--- config.mk ---
export PLATFORM = sky130hd
export DESIGN_NAME = tod_clock
export DESIGN_NICKNAME = d
export VERILOG_FILES = /design/src/rtl/tod_pkg.sv /design/src/rtl/tod_stage_regs.sv /design/src/rtl/tod_step.sv /design/src/rtl/tod_clock.sv
export SDC_FILE = /design/constraint.sdc
export NUM_CORES = 1
export LEC_CHECK = 0
export BUFFER_PORTS_ARGS = -buffer_cell sky130_fd_sc_hd__clkbuf_2
export CAP_MARGIN = 0
export CORE_ASPECT_RATIO = 0.7
export CORE_UTILIZATION = 45
export DETAILED_ROUTE_END_ITERATION = 6
export HOLD_SLACK_MARGIN = 0.1
export MAX_ROUTING_LAYER = met4
export PLACE_DENSITY = 0.66
export SETUP_SLACK_MARGIN = 0.05
export SLEW_MARGIN = 10
export SYNTH_ARGS = -nofsm -noshare
export SYNTH_HDL_FRONTEND = slang
export SYNTH_SLANG_ARGS = --single-unit
--- constraint.sdc ---
create_clock -name clk -period 7.5 [get_ports clk]
set_clock_uncertainty 0.05 [all_clocks]
set_input_delay 1.125 -clock clk [delete_from_list [all_inputs] [get_ports clk]]
set_output_delay 1.125 -clock clk [all_outputs]
set_load 0.02 [all_outputs]
--- src/rtl/tod_pkg.sv ---
package tod_pkg;

   localparam int NS_PER_SEC = 1_000_000_000;
   localparam int CMD_W      = 2;

   localparam int REG_CMD    = 0;
   localparam int REG_SEC_HI = 1;
   localparam int REG_SEC_LO = 2;
   localparam int REG_NSEC   = 3;

   typedef enum logic [CMD_W-1:0] {
      CMD_IDLE  = 2'd0,
      CMD_SAVE  = 2'd1,
      CMD_LOAD  = 2'd2,
      CMD_DELTA = 2'd3
   } tod_cmd_e;

endpackage

--- src/rtl/tod_stage_regs.sv ---
module tod_stage_regs
   import tod_pkg::*;
#(
   parameter int SEC_W  = 48,
   parameter int NS_W   = 30,
   parameter int DATA_W = 32,
   parameter int ADDR_W = 2
) (
   input  logic              clk,
   input  logic              rst,
   input  logic              wr_en,
   input  logic [ADDR_W-1:0] addr,
   input  logic [DATA_W-1:0] wdata,
   input  logic [SEC_W-1:0]  live_sec,
   input  logic [NS_W-1:0]   live_ns,
   output tod_cmd_e          cmd_o,
   output logic [SEC_W-1:0]  stage_sec_o,
   output logic [NS_W-1:0]   stage_ns_o,
   output logic [DATA_W-1:0] rdata_o
);

   localparam int SEC_HI_W = SEC_W - DATA_W;

   tod_cmd_e            cmd_q;
   logic [SEC_HI_W-1:0] sec_hi_q;
   logic [DATA_W-1:0]   sec_lo_q;
   logic [NS_W-1:0]     nsec_q;

   logic wr_cmd, wr_hi, wr_lo, wr_ns, do_save;

   assign wr_cmd  = wr_en && (addr == ADDR_W'(REG_CMD));
   assign wr_hi   = wr_en && (addr == ADDR_W'(REG_SEC_HI));
   assign wr_lo   = wr_en && (addr == ADDR_W'(REG_SEC_LO));
   assign wr_ns   = wr_en && (addr == ADDR_W'(REG_NSEC));
   assign do_save = (cmd_q == CMD_SAVE);

   // one-shot command: a new write wins, otherwise fall back to idle
   always_ff @(posedge clk) begin
      if (rst)
         cmd_q <= CMD_IDLE;
      else if (wr_cmd)
         cmd_q <= tod_cmd_e'(wdata[CMD_W-1:0]);
      else if (cmd_q != CMD_IDLE)
         cmd_q <= CMD_IDLE;
   end

   // staging registers: snapshot has priority over software writes
   always_ff @(posedge clk) begin
      if (rst) begin
         sec_hi_q <= '0;
         sec_lo_q <= '0;
         nsec_q   <= '0;
      end else if (do_save) begin
         sec_hi_q <= live_sec[SEC_W-1:DATA_W];
         sec_lo_q <= live_sec[DATA_W-1:0];
         nsec_q   <= live_ns;
      end else begin
         if (wr_hi) sec_hi_q <= wdata[SEC_HI_W-1:0];
         if (wr_lo) sec_lo_q <= wdata;
         if (wr_ns) nsec_q   <= wdata[NS_W-1:0];
      end
   end

   always_comb begin
      rdata_o = '0;
      case (addr)
         ADDR_W'(REG_CMD):    rdata_o = DATA_W'(cmd_q);
         ADDR_W'(REG_SEC_HI): rdata_o = DATA_W'(sec_hi_q);
         ADDR_W'(REG_SEC_LO): rdata_o = sec_lo_q;
         ADDR_W'(REG_NSEC):   rdata_o = DATA_W'(nsec_q);
         default:             rdata_o = '0;
      endcase
   end

   assign cmd_o       = cmd_q;
   assign stage_sec_o = {sec_hi_q, sec_lo_q};
   assign stage_ns_o  = nsec_q;


   hi_write_chk: assert property (@(posedge clk) disable iff (rst)
      (wr_hi && !do_save) |=> (sec_hi_q == $past(wdata[SEC_HI_W-1:0])));

endmodule

--- src/rtl/tod_step.sv ---
module tod_step
   import tod_pkg::*;
#(
   parameter int SEC_W   = 48,
   parameter int NS_W    = 30,
   parameter int NS_INC  = 8,
   parameter int NEG_WIN = 16
) (
   input  tod_cmd_e         cmd,
   input  logic [SEC_W-1:0] sec_q,
   input  logic [NS_W-1:0]  ns_q,
   input  logic [SEC_W-1:0] stage_sec,
   input  logic [NS_W-1:0]  stage_ns,
   output logic [SEC_W-1:0] sec_d,
   output logic [NS_W-1:0]  ns_d
);

   localparam int EXT_W = NS_W + 3;
   localparam int PAD_W = EXT_W - NS_W;
   localparam logic signed [EXT_W-1:0] K_SEC = EXT_W'(NS_PER_SEC);
   localparam logic signed [EXT_W-1:0] K_INC = EXT_W'(NS_INC);
   localparam logic signed [EXT_W-1:0] K_NEG = -(EXT_W'(NEG_WIN));

   logic                    in_win;
   logic signed [EXT_W-1:0] cur_v, off_v, sum_v;

   generate
      if (NEG_WIN > 0) begin : g_win
         localparam logic [NS_W-1:0] WIN_LO = NS_W'((2 ** NS_W) - NEG_WIN);
         assign in_win = (ns_q >= WIN_LO);
      end else begin : g_nowin
         assign in_win = 1'b0;
      end
   endgenerate

   assign cur_v = in_win ? {{PAD_W{ns_q[NS_W-1]}}, ns_q} : {{PAD_W{1'b0}}, ns_q};
   assign off_v = (cmd == CMD_DELTA) ? {{PAD_W{stage_ns[NS_W-1]}}, stage_ns} : '0;
   assign sum_v = cur_v + K_INC + off_v;

   always_comb begin
      if (cmd == CMD_LOAD) begin
         sec_d = stage_sec;
         ns_d  = stage_ns;
      end else if (sum_v >= K_SEC) begin
         sec_d = sec_q + SEC_W'(1);
         ns_d  = NS_W'(sum_v - K_SEC);
      end else if (sum_v < K_NEG) begin
         sec_d = sec_q - SEC_W'(1);
         ns_d  = NS_W'(sum_v + K_SEC);
      end else begin
         sec_d = sec_q;
         ns_d  = NS_W'(sum_v);
      end
   end

endmodule

--- src/rtl/tod_clock.sv ---
module tod_clock
   import tod_pkg::*;
#(
   parameter int SEC_W   = 48,
   parameter int NS_W    = 30,
   parameter int DATA_W  = 32,
   parameter int ADDR_W  = 2,
   parameter int NS_INC  = 8,
   parameter int NEG_WIN = 16
) (
   input  logic              clk,
   input  logic              rst,
   input  logic              acc_wr,
   input  logic [ADDR_W-1:0] acc_addr,
   input  logic [DATA_W-1:0] acc_wdata,
   output logic [DATA_W-1:0] acc_rdata,
   output logic [SEC_W-1:0]  tod_sec,
   output logic [NS_W-1:0]   tod_ns
);

   generate
      if (SEC_W <= DATA_W || SEC_W > 2 * DATA_W) begin : g_bad_sec
         $error("SEC_W must span exactly two data words");
      end
      if (NS_W > 30 || (2 ** NS_W) <= NS_PER_SEC) begin : g_bad_ns
         $error("NS_W must hold one billion and stay at most 30");
      end
      if (NS_INC <= 0 || NS_INC >= NS_PER_SEC) begin : g_bad_inc
         $error("NS_INC out of range");
      end
      if (NEG_WIN < 0 || NEG_WIN > 256) begin : g_bad_win
         $error("NEG_WIN out of range");
      end
      if (ADDR_W < 2) begin : g_bad_addr
         $error("ADDR_W too small for four registers");
      end
   endgenerate

   tod_cmd_e         cmd;
   logic [SEC_W-1:0] stage_sec, sec_q, sec_d;
   logic [NS_W-1:0]  stage_ns, ns_q, ns_d;

   tod_stage_regs #(
      .SEC_W (SEC_W),
      .NS_W  (NS_W),
      .DATA_W(DATA_W),
      .ADDR_W(ADDR_W)
   ) u_stage (
      .clk        (clk),
      .rst        (rst),
      .wr_en      (acc_wr),
      .addr       (acc_addr),
      .wdata      (acc_wdata),
      .live_sec   (sec_q),
      .live_ns    (ns_q),
      .cmd_o      (cmd),
      .stage_sec_o(stage_sec),
      .stage_ns_o (stage_ns),
      .rdata_o    (acc_rdata)
   );

   tod_step #(
      .SEC_W  (SEC_W),
      .NS_W   (NS_W),
      .NS_INC (NS_INC),
      .NEG_WIN(NEG_WIN)
   ) u_step (
      .cmd      (cmd),
      .sec_q    (sec_q),
      .ns_q     (ns_q),
      .stage_sec(stage_sec),
      .stage_ns (stage_ns),
      .sec_d    (sec_d),
      .ns_d     (ns_d)
   );

   always_ff @(posedge clk) begin
      if (rst) begin
         sec_q <= '0;
         ns_q  <= '0;
      end else begin
         sec_q <= sec_d;
         ns_q  <= ns_d;
      end
   end

   assign tod_sec = sec_q;
   assign tod_ns  = ns_q;

   localparam logic [NS_W-1:0] NS_TOP = NS_W'(NS_PER_SEC);
   localparam logic [NS_W-1:0] NS_WLO = NS_W'((2 ** NS_W) - NEG_WIN);


   cmd_clear_chk: assert property (@(posedge clk) disable iff (rst)
      (cmd != CMD_IDLE && !(acc_wr && acc_addr == ADDR_W'(REG_CMD))) |=> (cmd == CMD_IDLE));


   save_snap_chk: assert property (@(posedge clk) disable iff (rst)
      (cmd == CMD_SAVE) |=> (stage_sec == $past(sec_q) && stage_ns == $past(ns_q)));


   load_copy_chk: assert property (@(posedge clk) disable iff (rst)
      (cmd == CMD_LOAD) |=> (sec_q == $past(stage_sec) && ns_q == $past(stage_ns)));


   ns_range_chk: assert property (@(posedge clk) disable iff (rst)
      (cmd != CMD_LOAD) |=> (ns_q < NS_TOP || (NEG_WIN > 0 && ns_q >= NS_WLO)));


   sec_step_chk: assert property (@(posedge clk) disable iff (rst)
      (cmd == CMD_IDLE || cmd == CMD_SAVE) |=>
         (sec_q == $past(sec_q) || sec_q == $past(sec_q) + SEC_W'(1)));

endmodule

==> Implementation_results.wiki <==
{| class="wikitable"
! Metric !! Value
|-
| Area overhead of the layout relative to synthesis || 18.7%
|-
| Clock tree from TritonCTS || done
|-
| Largest net degree at the start of global routing || 67
|-
| Crit path max-delay family || compound AO/OA/AOI/OAI gates
|-
| Highest cell delay on the worst timing path || between 400 and 500 ps
|-
| # DRC || 0
|-
| Share of post-route cells with drive strength above 1 || 0.201
|-
| Fill count || 2709
|-
| Critical R2R Capture || tod_sec[47]
|-
| Buffers plus inverters on the worst setup path || 4
|-
| Dominant combinational cell family by area after synthesis || compound AO/OA/AOI/OAI gates
|-
| Worst Hold End || tod_sec[47]
|-
| H-tree depth reported by CTS || 4
|-
| Post-CTS Hold Buffers || 0
|-
| Overall die area || approximately 0.030 mm2
|-
| Flop pwr share || 0.394
|-
| Top flip-flop cell by instance count after synthesis || dfxtp_1
|-
| Setup slack of the most critical reg-to-reg path || approximately 280 ps
|-
| Most common cell on crit path || ha_1
|-
| Starting density of the core || 0.465
|-
| Crit Path Class || register to register
|-
| Required time worst endpoint || 7740 ps
|-
| Critical-path maximum fanout || 23
|-
| Post-route design area || 0.0156 mm2
|-
| Post-Synth Simple-Gate Area || 0.190
|-
| Final HPWL DP || roughly 36000 um
|-
| Net Count, Synth || 1806
|-
| Count of placed standard cells including taps || ~2100
|-
| First-pass iteration count of the detailed router || 6
|-
| Later-pin clock latency in the skew report || 440 ps
|-
| Xor/xnor cell area share of the yosys netlist || 0.0473
|-
| Final setup fails || 0
|-
| Post-layout min period || around 7200 ps
|-
| Core Rows || 51
|-
| Switching share of power || 0.310
|-
| Transition time of the tightest slew-check pin || 1170 ps
|-
| Cells after synthesis || 1657
|-
| Result of the run || finished clean
|-
| Largest buffer count on any clock path || 2
|-
| Per-instance average area after synthesis || 7.91 um2
|-
| Via count of the routed design || 13800
|-
| I/O pin count || 147
|-
| Slew HR || 0.218
|-
| Number of global-route vias before repair || 12300
|-
| CTS sink cnt || 158
|-
| Weighted congestion reported at the end of routability-driven placement || 0.962
|-
| Internal power consumption || 1.58 mW
|-
| Number of cells in the finished layout apart from fillers || around 2200
|-
| Total of flip-flops plus latches after synthesis || 158
|-
| Antenna violations before repair || 0
|-
| Routed wirelength normalized by instance count || 22.1 um
|-
| Net switching power of the design || about 0.71 mW
|-
| Maximum clock frequency || about 140 MHz
|-
| Cell count of the worst reg-to-reg path || 29
|-
| Static Leakage || 6.85 nW
|-
| Final number of max-transition violations || 0
|-
| Part of the total power dissipated in combinational logic || 0.214
|-
| Iter 0 DRT Violations || 1489
|-
| Summed instance area of the synthesized netlist || ~0.013 mm2
|-
| Post-Synth Adder-Cell Area || 0.108
|-
| Final total negative setup slack || 0 ps
|-
| P per Cell Area || 147 mW/mm2
|-
| Worst Setup End Kind || register
|-
| TritonCTS buffer count || 17
|-
| Worst path setup slack after routing || 279 ps
|-
| Core region area || 0.0282 mm2
|-
| Worst hold slack || 448 ps
|-
| Synth async-reset ratio || 0
|-
| Post-CTS clock slew at the launch and capture registers of the worst setup and hold paths || approximately 70 ps
|-
| Beginning of the worst hold path || u_stage.sec_hi_q[15]
|-
| Number of antenna repair diodes || 0
|-
| Routed Wire Length || 48300 um
|-
| Setup repair after global routing missed its margin || yes
|-
| Startpoint type of the worst setup path || register
|-
| Worst reg2reg path startpoint || u_stage.cmd_o[1]
|-
| Yosys warns || 0
|-
| Maximum Capacitance Violations || 0
|-
| Critical-path top delay cell || a211oi_2
|-
| Hold-critical path depth || 2
|-
| Final #Nets || 1952
|-
| Crit share post-route || 0.963
|-
| Hold Violations, Final || 0
|-
| IR drop worst, VDD || 0.127 mV
|-
| Number of enable-type register cells in the synthesized netlist || 0
|-
| Post-Place Worst Slack || -375 ps
|-
| Total routing resource utilization after global routing || 0.324
|-
| Average vias per placed instance || 6.33
|-
| Cell Area, Placed || 0.0146 mm2
|-
| Fraction of power consumed by the clock network || 0.392
|-
| Congestion Overflow GR || 0
|-
| Post-synthesis sequential area ratio || 0.241
|-
| Detail Route Antenna Nets || 0
|-
| Number of library cell types mapped by synthesis || 96
|-
| DIE HEIGHT || 145 um
|-
| Root Driver || clkbuf_16
|-
| Type of the worst min-delay path || register to register
|-
| Die outline width || just over 200 um
|-
| Worst EP arrival || approximately 7500 ps
|-
| Compound-gate portion of the synthesized area || 0.298
|-
| Share of synthesized area spent on multiplexers || 0.0713
|-
| Buffers on Ports || 146
|-
| Wire length of the first global-routing pass || 72100 um
|}
-- kinds of logic after synthesis --
family	Yosys count
AND/OR/NAND/NOR	490
AO/OA/AOI/OAI	600
buffers and inverters	138
flip-flops	158
adder cells (fa/ha/maj)	112
XOR/XNOR	70
multiplexers	89
-- worst max-delay path by stage --
stage | startpoint | endpoint | slack [ps] | cells past startpoint
floorplan | u_stage.cmd_o[1] | tod_sec[47] | 50 | 29
global placement | u_stage.cmd_o[1] | tod_sec[47] | -240 | 29
detailed placement | u_stage.cmd_o[1] | tod_sec[45] | -370 | 30
CTS | u_stage.cmd_o[1] | tod_sec[45] | 60 | 32
global route | u_stage.stage_ns_o[1] | tod_sec[47] | 1 | 30
finish | u_stage.cmd_o[1] | tod_sec[47] | 280 | 29
-- layout make-up --
cell class              count  area (um2)  area share
inverters                  40         154     0.00989
well taps                 371         464      0.0298
clock buffers              19         443      0.0285
multi-input cells        1361        9800       0.630
clock inverters            13         154     0.00989
flip-flops and latches    158        3170       0.203
repair buffers            225        1380      0.0889
-- repair_timing --
action,in CTS,in global routing
pin swaps,0,20
hold endpoints to repair,0,0
buffers inserted,0,10
gates resized for setup,15,44
gates cloned,0,1
setup endpoints to repair,12,20
-- flip-flops by register name, summed over array words and instances, names as in the netlist --
signal	count
tod_ns	30
tod_sec	48
u_stage.cmd_o	2
u_stage.sec_hi_q	16
u_stage.sec_lo_q	32
u_stage.stage_ns_o	30
-- metal layers --
| metal | GRT usage | wire length, um |
|---|---|---|
| met5 | - | 0 |
| met4 | 0.0813 | 964 |
| met3 | 0.0781 | 4350 |
| met2 | 0.447 | 19900 |
| met1 | 0.465 | 23100 |
-- Yosys cell counts (29+ instances only) --
cell type,number,share of area
a21o_1,44,0.025
a21oi_1,216,0.082
a22oi_1,77,0.044
and3_1,44,0.021
clkbuf_1,84,0.024
dfxtp_1,158,0.24
ha_1,110,0.10
inv_1,39,0.011
mux2i_1,72,0.055
nand2_1,172,0.049
nand3_1,38,0.015
nand4_1,29,0.014
nor2_1,74,0.021
nor3_1,31,0.012
o21ai_0,99,0.038
xnor2_1,46,0.031
-- power by group through the flow --
| stage | logic (mW) | registers, mW | clock network [mW] |
|---|---|---|---|
| floorplan | 0.297 | 0.915 | 0 |
| global placement | 0.462 | 0.918 | 0 |
| detailed placement | 0.465 | 0.918 | 0 |
| CTS | 0.472 | 0.899 | 0.906 |
| global route | 0.526 | 0.902 | 0.944 |
| finish | 0.489 | 0.900 | 0.897 |
-- cell usage in the layout (no fill, tap or decap), types with 11 or more instances in the layout --
cell type  synthesis  final
a22oi_1           77     77
nand4_1           29     29
inv_1             39     38
dfxtp_1          158    156
mux2_2            15     15
buf_4              4     75
xnor2_1           46     45
nor3_1            31     28
a22o_1            15     15
a21oi_1          216    207
nor2b_1           26     24
and3_1            44     44
o21bai_1          11     11
mux2i_1           72     72
xor2_1            23     23
ha_1             110     97
a31oi_1           14     13
a211oi_1          18     12
clkbuf_2           0    145
o21ai_0           99     92
nor2_1            74     72
a21o_1            44     44
nand2_1          172    171
nand3_1           38     37
o21ai_1           11     14
clkbuf_16          0     18
nand2b_1          13     12
o21a_1            12     11
-- tightest hold or removal path: cells and delay by family (launching register included) --
kind            cells  cell delay, ps
flops               1             330
simple gates        1              60
compound gates      1              60
-- per-stage QoR --
step                      total power, mW   util
after global routing                 2.37  0.552
final                                2.29  0.552
after floorplan                      1.21      -
after global placement               1.38  0.518
after detailed placement             1.38  0.518
after CTS                            2.28  0.542
(Power assumes the default switching activity.)
